--- src/rtl/dma_cs_pkg.sv ---
package dma_cs_pkg;
    localparam int REG_W  = 32;
    localparam int B_ACT  = 0;
    localparam int B_END  = 1;
    localparam int B_INT  = 2;
    localparam int B_IDLE = 4;
    localparam int B_HELD = 5;
    localparam int B_ERR  = 8;
    localparam int B_ABT  = 30;
    localparam int B_RST  = 31;
    localparam logic [REG_W-1:0] WR_MASK_DEF = 32'h30FF_0001;

    typedef struct packed {
        logic [REG_W-1:0] cs;
        logic             start;
    } cs_state_t;
endpackage

--- src/rtl/dma_cs_wdec.sv ---
module dma_cs_wdec
    import dma_cs_pkg::*;
#(
    parameter int               W       = REG_W,
    parameter logic [W-1:0]     WR_MASK = WR_MASK_DEF
) (
    input  logic         wr_en,
    input  logic [W-1:0] wr_data,
    output logic         do_rst,
    output logic         clr_end,
    output logic         clr_int,
    output logic [W-1:0] keep_bits,
    output logic [W-1:0] new_bits
);
    localparam logic [W-1:0] KEEP = ~WR_MASK;

    always_comb begin
        do_rst    = wr_en && wr_data[B_RST];
        clr_end   = wr_en && wr_data[B_END];
        clr_int   = wr_en && wr_data[B_INT];
        keep_bits = wr_en ? KEEP : '1;
        new_bits  = wr_en ? (wr_data & WR_MASK) : '0;
    end
endmodule

--- src/rtl/dma_cs_evt.sv ---
module dma_cs_evt (
    input  logic cb_done,
    input  logic cb_int_en,
    input  logic chain_done,
    input  logic eng_held,
    input  logic eng_err,
    input  logic active_q,
    input  logic squash,
    output logic set_end,
    output logic set_int,
    output logic finish,
    output logic set_err,
    output logic held
);
    always_comb begin
        set_end = !squash && cb_done;
        set_int = !squash && cb_done && cb_int_en;
        finish  = !squash && chain_done && active_q;
        set_err = !squash && eng_err;
        held    = !squash && eng_held;
    end
endmodule

--- src/rtl/dma_cs_reg.sv ---
module dma_cs_reg
    import dma_cs_pkg::*;
#(
    parameter logic [REG_W-1:0] WR_MASK = WR_MASK_DEF
) (
    input  logic             clk,
    input  logic             rst_n,
    input  logic             wr_en,
    input  logic [REG_W-1:0] wr_data,
    output logic [REG_W-1:0] rd_data,
    input  logic             cb_done,
    input  logic             cb_int_en,
    input  logic             chain_done,
    input  logic             eng_held,
    input  logic             eng_err,
    output logic             start_o,
    output logic             irq
);
    cs_state_t state_d, state_q;

    logic             do_rst, clr_end, clr_int;
    logic [REG_W-1:0] keep_bits, new_bits;
    logic             set_end, set_int, finish, set_err, held;

    dma_cs_wdec #(.W(REG_W), .WR_MASK(WR_MASK)) wdec_i (
        .wr_en     (wr_en),
        .wr_data   (wr_data),
        .do_rst    (do_rst),
        .clr_end   (clr_end),
        .clr_int   (clr_int),
        .keep_bits (keep_bits),
        .new_bits  (new_bits)
    );

    dma_cs_evt evt_i (
        .cb_done    (cb_done),
        .cb_int_en  (cb_int_en),
        .chain_done (chain_done),
        .eng_held   (eng_held),
        .eng_err    (eng_err),
        .active_q   (state_q.cs[B_ACT]),
        .squash     (do_rst),
        .set_end    (set_end),
        .set_int    (set_int),
        .finish     (finish),
        .set_err    (set_err),
        .held       (held)
    );

    always_comb begin
        logic [REG_W-1:0] nx;
        nx = state_q.cs;
        // channel reset first, then clear-on-one, then masked replace
        if (do_rst)  nx = '0;
        if (clr_end) nx[B_END] = 1'b0;
        if (clr_int) nx[B_INT] = 1'b0;
        nx = (nx & keep_bits) | new_bits;
        state_d.start = wr_en && !state_q.cs[B_ACT] && nx[B_ACT];
        // engine reports override the software clears of this cycle
        if (set_end) nx[B_END] = 1'b1;
        if (set_int) nx[B_INT] = 1'b1;
        if (set_err) nx[B_ERR] = 1'b1;
        if (finish) begin
            nx[B_ACT]  = 1'b0;
            nx[B_IDLE] = 1'b1;
        end
        nx[B_HELD] = held;
        if (state_d.start) nx[B_IDLE] = 1'b0;
        nx[B_RST] = 1'b0;
        nx[B_ABT] = 1'b0;
        state_d.cs = nx;
    end

    always_ff @(posedge clk or negedge rst_n) begin
        if (!rst_n) state_q <= '0;
        else        state_q <= state_d;
    end

    assign rd_data = state_q.cs;
    assign start_o = state_q.start;
    assign irq     = state_q.cs[B_INT];
endmodule

--- config.mk ---
export PLATFORM = sky130hd
export DESIGN_NAME = dma_cs_reg
export DESIGN_NICKNAME = d
export VERILOG_FILES = /design/src/rtl/dma_cs_pkg.sv /design/src/rtl/dma_cs_wdec.sv /design/src/rtl/dma_cs_evt.sv /design/src/rtl/dma_cs_reg.sv
export SDC_FILE = /design/constraint.sdc
export NUM_CORES = 1
export LEC_CHECK = 0
export ABC_AREA = 1
export ABC_CLOCK_PERIOD_IN_PS = 850
export BUFFER_PORTS_ARGS = -buffer_cell sky130_fd_sc_hd__buf_2
export CAP_MARGIN = 20
export CORE_MARGIN = 2
export CORE_UTILIZATION = 37
export DETAILED_ROUTE_END_ITERATION = 12
export GPL_TIMING_DRIVEN = 0
export PLACE_DENSITY = 0.82
export REMOVE_ABC_BUFFERS = 1
export SLEW_MARGIN = 5
export SYNTH_ARGS = -nofsm -noshare
export SYNTH_HDL_FRONTEND = slang
export SYNTH_SLANG_ARGS = --single-unit
--- constraint.sdc ---
create_clock -name clk -period 0.85 [get_ports clk]
set_clock_uncertainty 0.05 [all_clocks]
set_input_delay 0.17 -clock clk [delete_from_list [all_inputs] [get_ports clk]]
set_output_delay 0.17 -clock clk [all_outputs]
set_load 0.02 [all_outputs]
; After elaboration in Yosys (flattened, before gate mapping)
; Cells that the tools add are included.
[word_totals]
latch_bits = 0
register_bits = 31
elab_cells = 28
output_inout_bits = 34
mem_bits_rw = 0
mem_count = 0
romBits = 0
[op_classes]
bitwise = 2
eq_ne = 0
n_lt_le_gt_ge = 0
n_mux = 11
n_reduce_logical = 13
shifts = 0
mul = 0
n_div = 0
add_sub_neg = 0
[ops]
columns = cell, count
row1 = $mux W30, 3
row2 = $and A30 B30 Y30, 1
row3 = $or A30 B30 Y30, 1
row4 = $logic_and A1 B1 Y1, 11
row5 = $mux W1, 8
row6 = $logic_not A1 Y1, 2

; Logic depth before layout (Yosys ltp)
; Gate-level depths: netlist of the first run.
[logic_depth]
word_depth = 7
depth_mapped = 6
depth_no_buf = 5

; By module
; A second synthesis of the first run with hierarchy kept.
[unflattened]
cells_unflattened = 180
hier_area_um2 = 1707.9
[by_module_without_submodules]
columns = module, area_per_inst_um2, cells_each, instances, seq_area_each_um2
row1 = dma_cs_reg, 1143.6, 85, 1, 775.7
row2 = dma_cs_wdec, 518.0, 84, 1, 0.0
row3 = dma_cs_evt, 46.3, 11, 1, 0.0

; Worst setup path after synthesis of the first run
; OpenSTA, ideal clock, no wires.
[synth_path]
kind = register to output
start = register state_q (netlist bit rd_data[2])
end = output rd_data[2]
n_path_buf = 1
required_ns = 0.630
t_arrival_ns = 0.626
setup_slack_ns = 0.004
stages_incl_launch_ff = 2
path_cell_list = dfrtp_1 -> buf_4
[synth_lines]
columns = element, line_no
row1 = from (decl), dma_cs_reg.sv:19  ; cs_state_t state_d, state_q;
row2 = from (signal assigned), dma_cs_reg.sv:76  ; else state_q <= state_d;
row3 = to (decl), dma_cs_reg.sv:10  ; output logic [REG_W-1:0] rd_data,
; No word-level cell between the ends.

; Worst setup path in the final report of the first run
[layout_path]
start = register state_q (netlist bit rd_data[2])
end = output irq
[layout_lines]
columns = element, line_no
row1 = to (decl), dma_cs_reg.sv:17  ; output logic irq
; No word-level cell between the ends.

==> results of run 1 <==
-- power by group through the flow --
stage / Clock (W) / Combinational (W) / Sequential [W]
3_3_place_gp: 0 / 0.000428 / 0.000936
6_report: 0.000406 / 0.000639 / 0.000936
5_1_grt: 0.000479 / 0.000699 / 0.000945
2_1_floorplan: 0 / 0.000157 / 0.00104
3_5_place_dp: 0 / 0.000439 / 0.000939
4_1_cts: 0.000426 / 0.000566 / 0.000935
-- final cells by class --
class / count / area, um2 / share of cell area (%)
tap: 28 / 35.0 / 2.86
clock buffer: 4 / 26.3 / 2.15
inverter: 7 / 28.8 / 2.35
timing repair buffer: 53 / 414 / 33.8
multi-input combinational: 68 / 294 / 24.0
sequential: 17 / 425 / 34.8
-- stage by stage --
stage	total power [W]	hold slack (ns)	utilization, %
6_report	0.00198	0.0369	56.4
5_1_grt	0.00212	0.0402	56.4
4_1_cts	0.00193	0.0312	52.5
3_5_place_dp	0.00138	0.0646	44.2
3_3_place_gp	0.00136	0.0529	44.2
2_1_floorplan	0.00120	-0.176	-
-- path summary, 6_finish.rpt --
| kind | to | slack, ns | cells after the start |
|---|---|---|---|
| worst max-delay path | irq | -0.22 | 1 |
| min in group asynchronous | rd_data[1]$_DFF_PN0_ | 0.29 | 2 |
| max in group asynchronous | rd_data[8]$_DFF_PN0_ | 0.18 | 2 |
| worst max register to register | rd_data[4]$_DFF_PN0_ | -0.06 | 5 |
| worst min-delay path | flop | 0.04 | 3 |
| worst min register to register | flop | 0.45 | 2 |
-- worst min-delay path, stage by stage --
cell and delay, ns:
buf_2 0.07, nand2_1 0.04, nand2_1 0.05
-- cell families after synthesis --
| family | share of synthesized area, % |
|---|---|
| other cells | 0.446 |
| flops | 50.6 |
| buf+inv | 23.5 |
| simple gates | 25.4 |
-- repair_timing --
action | in CTS | in global routing
resized for setup | 32 | 10
buffers inserted | 6 | 7
endpoints found under the setup margin | 18 | 22
hold endpoints to repair | 17 | 0
pin swaps | 1 | 1
hold buffers | 1 | 0
-- per-layer routing --
metal  share of wire, %  vias to the layer above  GRT usage (%)  wire (um)
met5                  0                        -              0          0
met4                  0                        0           6.58          0
met3                7.1                        0           3.16        126
met2                 51                       34           24.6        900
met1                 42                      307           17.6        754
li1                   -                      358              -          -
-- placed cells by master, fill, tap and decap left out --
cell type and count:
nor2_4 1, buf_2 23, buf_6 19, nor2_2 1
dlygate4sd3_1 1, nand3_1 4, nand2_1 36, clkbuf_1 1
inv_1 4, conb_1 16, buf_4 10, inv_4 1
clkbuf_4 3, nor2_1 2, nand2_2 7, dfrtp_1 17
inv_2 2, nand3_2 1
==> flow_summary.json, run 1 <==
{
  "fin_ws_ns": -0.223,
  "slowest_delay_ns": 0.41,
  "synth.distinct_cells": 11,
  "synth_area_leaders": "dfrtp_1, nand2_1, buf_4, buf_6, nand2_2",
  "power_leakage_nw": 0.718,
  "initial_utilization_pct": 38.8,
  "switching_share_pct": 31.2,
  "fin_tns_setup_ns": -3.47,
  "yosysWarningCount": 0,
  "cts_made_buffers": 3,
  "critical_path_required_ns": 0.63,
  "root_buffer": "clkbuf_4",
  "finalSetupViolCount": 22,
  "worst_setup_path_start_kind": "flop",
  "gr-total-overflow": 0,
  "drtIter0Drc": 6,
  "clk_pin_slew_ns": 0.09,
  "drtPass1Iterations": 4,
  "die_width_um": 51.7,
  "grt_pass1_vias": 696,
  "place_congestion": 0.651,
  "routed-via-count": 699,
  "viasPerCell": 3.95,
  "synthTopCellsByCount": "nand2_1, buf_4, dfrtp_1",
  "cts_sinks": 17,
  "grt_max_degree": 18,
  "place_hpwl_um": 1190,
  "wl_um": 1780,
  "final_area_um2": 1220,
  "crit_path_max_fanout": 3,
  "core_um2": 2170,
  "final_hold_viol_count": 0,
  "p_seq_share_pct": 47.3,
  "layout.cells.non_filler": 177,
  "antenna_cells": 0,
  "critPathTopFamily": "flip-flops",
  "htreeDepth": 1,
  "num-fill-cells": 221,
  "area_growth_pct": 45.5,
  "hp-start": "wr_data[19]",
  "cts_buffer_depth": 2,
  "vdd_drop_max_mv": 1.08,
  "grt_pass1_wl_um": 2820,
  "die_h_um": 51.7,
  "clk_latency_ns": 0.27,
  "post-route-min-period_ns": 1.07,
  "drv_cap": 0,
  "synth-main-ff-cell": "dfrtp_1",
  "finalCritPeriodShare_pct": 126,
  "slew_violations": 0,
  "wl_per_cell_um": 10.1,
  "synth.avg_cell_area_um2": 8.58,
  "drive_above_1_share_pct": 45.6,
  "p_comb_share_pct": 32.2,
  "synthCells": 98,
  "min_path_type": "in2reg",
  "track_usage_pct": 14.5,
  "synth_edf_count": 0,
  "syn-cell-area_um2": 841,
  "num-nets-final": 190,
  "cp_slowest_cell": "dfrtp_1",
  "io_buffers": 39,
  "ioPinCount": 74,
  "ys_async_sr_fraction_pct": 100,
  "crit_arrival_ns": 0.85,
  "synth_area_leader_cell": "dfrtp_1",
  "synth_top_area_share_pct": 50.6,
  "violations": "setup timing",
  "p_int_w": 0.00136,
  "antenna_found_initial": 0,
  "cts_tree": "built",
  "end_kind": "primary output",
  "critPathKind": "reg2out",
  "cp-startpoint": "rd_data[2]$_DFF_PN0_",
  "pwr-share-clk_pct": 20.5,
  "die-area_um2": 2670,
  "ys_ff_latch": 17,
  "yosysMostFrequentCell": "nand2_1",
  "rows": 17,
  "crit_buf_inv": 1,
  "status": "finished, violations left",
  "drc": 0,
  "powerDensity_nw_per_um2": 1620,
  "r2r_start": "rd_data[0]$_DFF_PN0_",
  "dpl.cell_count": 159,
  "synth-seq-area-share_pct": 50.6,
  "place_area_um2": 958,
  "antenna_left": 0,
  "path_cells": "buf_2",
  "rsz0062_at_grt": "yes",
  "max_freq_mhz": 932,
  "dp_slack_ns": -0.143,
  "p_switching_w": 0.000618
}
No activity file was read; power rests on OpenSTA's default activity.
==> run 2, diff against run 1 <==
--- a/config.mk
+++ b/config.mk
@@ -5,15 +5,14 @@
 export SDC_FILE = /design/constraint.sdc
 export NUM_CORES = 1
 export LEC_CHECK = 0
-export ABC_AREA = 1
 export ABC_CLOCK_PERIOD_IN_PS = 850
 export BUFFER_PORTS_ARGS = -buffer_cell sky130_fd_sc_hd__buf_2
 export CAP_MARGIN = 20
 export CORE_MARGIN = 2
-export CORE_UTILIZATION = 37
+export CORE_UTILIZATION = 36
 export DETAILED_ROUTE_END_ITERATION = 12
 export GPL_TIMING_DRIVEN = 0
-export PLACE_DENSITY = 0.82
+export PLACE_DENSITY = 0.81
 export REMOVE_ABC_BUFFERS = 1
 export SLEW_MARGIN = 5
 export SYNTH_ARGS = -nofsm -noshare
==> run 2 against run 1 <==
Compared with the run above: the run still ends with setup timing left; clock power rose by 4%; setup slack got worse by 0.015 ns; sequential power rose by 2%; total power rose by 2.6%; flip-flop and latch count did not move; critical path type unchanged; largest cell class unchanged; largest power group unchanged.
==> flow_summary.json, run 2 <==
{
  "status": "finished, violations left",
  "violations": "setup timing",
  "synthCells": 66,
  "clk_pin_slew_ns": 0.10,
  "synthTopCellsByCount": "buf_4, dfrtp_1, mux2_4",
  "final_area_um2": 1190,
  "slew_violations": 0,
  "powerDensity_nw_per_um2": 1710,
  "place_area_um2": 948,
  "r2r_start": "rd_data[0]$_DFF_PN0_",
  "finalCritPeriodShare_pct": 128,
  "crit_path_max_fanout": 3,
  "p_comb_share_pct": 32.3,
  "die-area_um2": 2700,
  "yosysWarningCount": 0,
  "ys_ff_latch": 17,
  "synth_edf_count": 0,
  "synth_top_family_by_area": "buffers and inverters",
  "area.sequential_um2": 425,
  "track_usage_pct": 12.8,
  "worst_setup_path_start_kind": "flop",
  "critical_path_required_ns": 0.63,
  "synth-seq-area-share_pct": 51.4,
  "power_leakage_nw": 0.620,
  "multi_input_area_um2": 304,
  "max_freq_mhz": 919,
  "ioPinCount": 74,
  "layout_commonest_cell": "buf_6",
  "antenna_left": 0,
  "place_congestion": 0.575,
  "layout.cells.non_filler": 140,
  "dpl.cell_count": 128,
  "synth-main-ff-cell": "dfrtp_1",
  "synth-simple-area-share_pct": 4.53,
  "grt_max_degree": 18,
  "antenna_cells": 0,
  "critPathKind": "reg2out",
  "fin_tns_setup_ns": -4.07,
  "root_buffer": "clkbuf_4",
  "synth.distinct_cells": 17,
  "drtIter0Drc": 3,
  "slowest_delay_ns": 0.43,
  "cts_sinks": 17,
  "die_h_um": 52.0,
  "post-route-min-period_ns": 1.09,
  "final_cell_mix": "buf_6, buf_2, dfrtp_1",
  "synth.avg_cell_area_um2": 12.5,
  "synth_area_leader_cell": "dfrtp_1",
  "pwr-share-clk_pct": 20.7,
  "clk_latency_ns": 0.28,
  "final_hold_viol_count": 0,
  "synth_compound_area_share_pct": 6.80,
  "wl_um": 1670,
  "cts_made_buffers": 3,
  "crit_buf_inv": 1,
  "wl_per_cell_um": 11.9,
  "crit_arrival_ns": 0.87,
  "synth_fa_ha_area_share_pct": 0,
  "ys_async_sr_fraction_pct": 100,
  "r2r_cells": 3,
  "cp_slowest_cell": "dfrtp_1",
  "finalSetupViolCount": 25,
  "num-nets-final": 153,
  "routed-via-count": 588,
  "die_width_um": 52.0,
  "end_kind": "primary output",
  "p_int_w": 0.00141,
  "synthMuxAreaShare_pct": 16.3,
  "holdPathStages": 2,
  "p_seq_share_pct": 47.0,
  "synth_area_leaders": "dfrtp_1, buf_4, mux2_4, mux2_2, buf_12",
  "regToRegSetupSlack_ns": -0.13,
  "initial_utilization_pct": 37.8,
  "place_hpwl_um": 1120,
  "htreeDepth": 1,
  "io_buffers": 39,
  "p_switching_w": 0.000622,
  "path_cells": "buf_6",
  "drtPass1Iterations": 2,
  "yosysMostFrequentCell": "buf_4",
  "viasPerCell": 4.20,
  "critPathTopFamily": "flip-flops",
  "gr-total-overflow": 0,
  "hold_path_end": "rd_data[2]$_DFF_PN0_",
  "antenna_found_initial": 0,
  "synth_top_area_share_pct": 51.4,
  "grt_pass1_vias": 615,
  "min_path_type": "in2reg",
  "cts_tree": "built",
  "cts_buffer_depth": 2,
  "vdd_drop_max_mv": 1.12,
  "r2r_end": "rd_data[0]$_DFF_PN0_",
  "hp-start": "wr_data[31]",
  "num-fill-cells": 194,
  "rsz0062_at_grt": "yes",
  "drive_above_1_share_pct": 56.3,
  "rows": 17,
  "core_um2": 2190,
  "fin_ws_ns": -0.238,
  "grt_pass1_wl_um": 2500,
  "switching_share_pct": 30.6,
  "drv_cap": 0,
  "area_growth_pct": 43.5,
  "drc": 0,
  "syn-cell-area_um2": 828,
  "synth_xor_area_share_pct": 0
}
==> run 2: cell type report <==
| cell class | instances | share of cell area (%) |
|---|---|---|
| clock buffers | 3 | 1.89 |
| clock inverters | 1 | 0.421 |
| inverters | 1 | 0.316 |
| multi-input cells | 43 | 25.6 |
| flip-flops and latches | 17 | 35.8 |
| well taps | 28 | 2.95 |
| repair buffers | 47 | 33.1 |
==> run 2: worst reg2reg max path, stage by stage, from the launching register on <==
cell and delay [ns]:
dfrtp_1 0.41, buf_6 0.13, nor2b_4 0.11, o22a_1 0.17
==> run 2: metrics by stage <==
step                hold slack [ns]  setup WS, ns  util [%]  total power (W)
finish                       0.0300        -0.238      54.3          0.00203
global route                0.00872        -0.279      54.3          0.00217
CTS                          0.0147        -0.231      51.5          0.00200
detailed placement           0.0575        -0.242      43.3          0.00141
global placement             0.0517        -0.204      43.3          0.00139
floorplan                    -0.176       -0.0921         -          0.00122
==> run 2: how the worst max path moves through the flow <==
stage / slack [ns] / to / startpoint / cells after the start
after detailed placement: -0.24 / rd_data[0]$_DFF_PN0_ / wr_en / 4
final: -0.24 / irq / rd_data[2]$_DFF_PN0_ / 1
after floorplan: -0.09 / rd_data[0]$_DFF_PN0_ / rd_data[0]$_DFF_PN0_ / 2
after CTS: -0.23 / irq / rd_data[2]$_DFF_PN0_ / 1
after global routing: -0.28 / irq / rd_data[2]$_DFF_PN0_ / 1
after global placement: -0.20 / flop / wr_en / 2
==> run 2: power by group through the flow <==
stage          clock network [W]  logic, W  registers, W
5_1_grt                 0.000499  0.000703      0.000963
4_1_cts                 0.000455  0.000604      0.000943
3_3_place_gp                   0  0.000450      0.000941
3_5_place_dp                   0  0.000460      0.000948
2_1_floorplan                  0  0.000170       0.00105
6_report                0.000422  0.000656      0.000955
==> run 2: kinds of logic (layout without fill, tap and decap cells) <==
group,after synthesis,in the layout
AO/OA/AOI/OAI,9,9
buffers and inverters,21,52
other,1,16
AND/OR/NAND/NOR,8,8
flip-flops,17,17
multiplexers,10,10
==> run 2: per-layer routing <==
layer,up-vias,routed length [um],GRT usage [%]
li1,275,-,-
met3,0,130,6.03
met5,-,0,0
met2,34,913,24.1
met4,0,0,2.63
met1,279,627,12.6
==> run 2: what timing repair did <==
| action | in CTS | in global routing |
|---|---|---|
| setup endpoints to repair | 19 | 27 |
| setup buffers | 6 | 2 |
| hold endpoints to repair | 17 | 0 |
| resized for setup | 33 | 15 |
| hold buffers | 1 | 0 |
| pin swaps | 1 | 4 |
==> run 3, diff against run 2 <==
--- a/config.mk
+++ b/config.mk
@@ -14,7 +14,8 @@
 export GPL_TIMING_DRIVEN = 0
 export PLACE_DENSITY = 0.81
 export REMOVE_ABC_BUFFERS = 1
-export SLEW_MARGIN = 5
+export SETUP_SLACK_MARGIN = 0.4
+export SLEW_MARGIN = 20
 export SYNTH_ARGS = -nofsm -noshare
 export SYNTH_HDL_FRONTEND = slang
 export SYNTH_SLANG_ARGS = --single-unit
==> run 3 against run 2 <==
Compared with the run above: the flow finishes with violations (hold timing, setup timing); wire length rose by 6.3%; utilization rose by 2.2 points; global-route usage rose by 0.31 points.
==> flow_summary.json, run 3 (synthesis gave the netlist of run 2 again) <==
{
  "final_cell_mix": "buf_6, buf_2, dfrtp_1",
  "r2r_cells": 3,
  "grt_max_degree": 18,
  "powerDensity_nw_per_um2": 1680,
  "antenna_cells": 0,
  "crit_path_max_fanout": 3,
  "cts_made_buffers": 3,
  "layout_commonest_cell": "buf_6",
  "antenna_left": 0,
  "cp_slowest_cell": "dfrtp_1",
  "place_hpwl_um": 1120,
  "die_h_um": 52.0,
  "layout.cells.non_filler": 142,
  "cts_buffer_depth": 2,
  "critPathKind": "reg2out",
  "drtPass1Iterations": 3,
  "gr-total-overflow": 0,
  "vdd_drop_max_mv": 1.13,
  "core_um2": 2190,
  "power_leakage_nw": 0.643,
  "grt_pass1_wl_um": 2560,
  "root_buffer": "clkbuf_4",
  "track_usage_pct": 13.1,
  "report.power.total_w": 0.00208,
  "slew_violations": 0,
  "whs_ns": -0.271,
  "antenna_found_initial": 0,
  "p_seq_share_pct": 45.9,
  "rsz0062_at_grt": "yes",
  "max_freq_mhz": 910,
  "cts_tree": "built",
  "ioPinCount": 74,
  "final_hold_viol_count": 17,
  "clk_pin_slew_ns": 0.10,
  "switching_share_pct": 30.6,
  "multi_input_area_um2": 318,
  "drive_above_1_share_pct": 60.5,
  "viasPerCell": 4.16,
  "status": "finished, violations left",
  "min_path_type": "in2async",
  "grt_pass1_vias": 628,
  "htreeDepth": 1,
  "end_kind": "primary output",
  "finalCritPeriodShare_pct": 129,
  "area_growth_pct": 49.2,
  "clk_latency_ns": 0.28,
  "place_congestion": 0.575,
  "die-area_um2": 2700,
  "finalSetupViolCount": 26,
  "pwr-share-clk_pct": 20.3,
  "drv_cap": 0,
  "crit_buf_inv": 1,
  "drtIter0Drc": 3,
  "p_int_w": 0.00144,
  "crit_arrival_ns": 0.88,
  "area.sequential_um2": 425,
  "path_cells": "buf_6",
  "critPathTopFamily": "flip-flops",
  "critical_path_required_ns": 0.63,
  "die_width_um": 52.0,
  "drc": 0,
  "rows": 17,
  "fin_ws_ns": -0.249,
  "wl_um": 1780,
  "dp_slack_ns": -0.242,
  "worst_setup_path_start_kind": "flop",
  "dpl.cell_count": 128,
  "regToRegSetupSlack_ns": -0.20,
  "fin_tns_setup_ns": -4.47,
  "io_buffers": 39,
  "p_switching_w": 0.000637,
  "slowest_delay_ns": 0.44,
  "num-fill-cells": 190,
  "post-route-min-period_ns": 1.10,
  "routed-via-count": 591,
  "cts_sinks": 17,
  "num-nets-final": 155,
  "p_comb_share_pct": 33.8,
  "wl_per_cell_um": 12.5,
  "violations": "hold timing, setup timing",
  "initial_utilization_pct": 37.8
}
run 3: how the worst max path moves through the flow:
stage                    startpoint                    to  cells past startpoint
2_1_floorplan  rd_data[0]$_DFF_PN0_  rd_data[0]$_DFF_PN0_                      2
3_3_place_gp                  wr_en                  flop                      2
3_5_place_dp                  wr_en  rd_data[0]$_DFF_PN0_                      4
4_1_cts        rd_data[2]$_DFF_PN0_                   irq                      1
5_1_grt        rd_data[2]$_DFF_PN0_                   irq                      1
6_report       rd_data[2]$_DFF_PN0_                   irq                      1
run 3: final cells by class:
class,instances,area share [%]
tap,28,2.83
multi-input combinational,43,25.7
clock inverter,1,0.405
inverter,1,0.304
timing repair buffer,49,34.5
sequential,17,34.4
clock buffer,3,1.82
run 3: metrics by stage:
step / util, % / instance area [um2]
6_report: 56.4 / 1240
3_3_place_gp: 43.3 / 948
3_5_place_dp: 43.3 / 948
4_1_cts: 52.7 / 1150
2_1_floorplan: - / 718
5_1_grt: 56.4 / 1240
run 3: metal layers:
metal / up-vias / wire [um] / track usage [%]
li1: 276 / - / -
met1: 279 / 614 / 12.8
met3: 0 / 144 / 6.03
met4: 0 / 0 / 2.63
met5: - / 0 / 0
met2: 36 / 1020 / 24.9
run 3: timing repair:
item	in CTS	in global routing
hold endpoints to repair	17	17
pin swaps	3	5
resized for setup	41	17
buffers inserted	7	3
setup endpoints to repair	35	34
run 3: power by group through the flow:
stage          sequential, W  clock (W)  combinational [W]
3_3_place_gp        0.000941          0           0.000450
2_1_floorplan        0.00105          0           0.000170
4_1_cts             0.000944   0.000455           0.000625
5_1_grt             0.000964   0.000499           0.000749
3_5_place_dp        0.000948          0           0.000460
6_report            0.000956   0.000422           0.000703
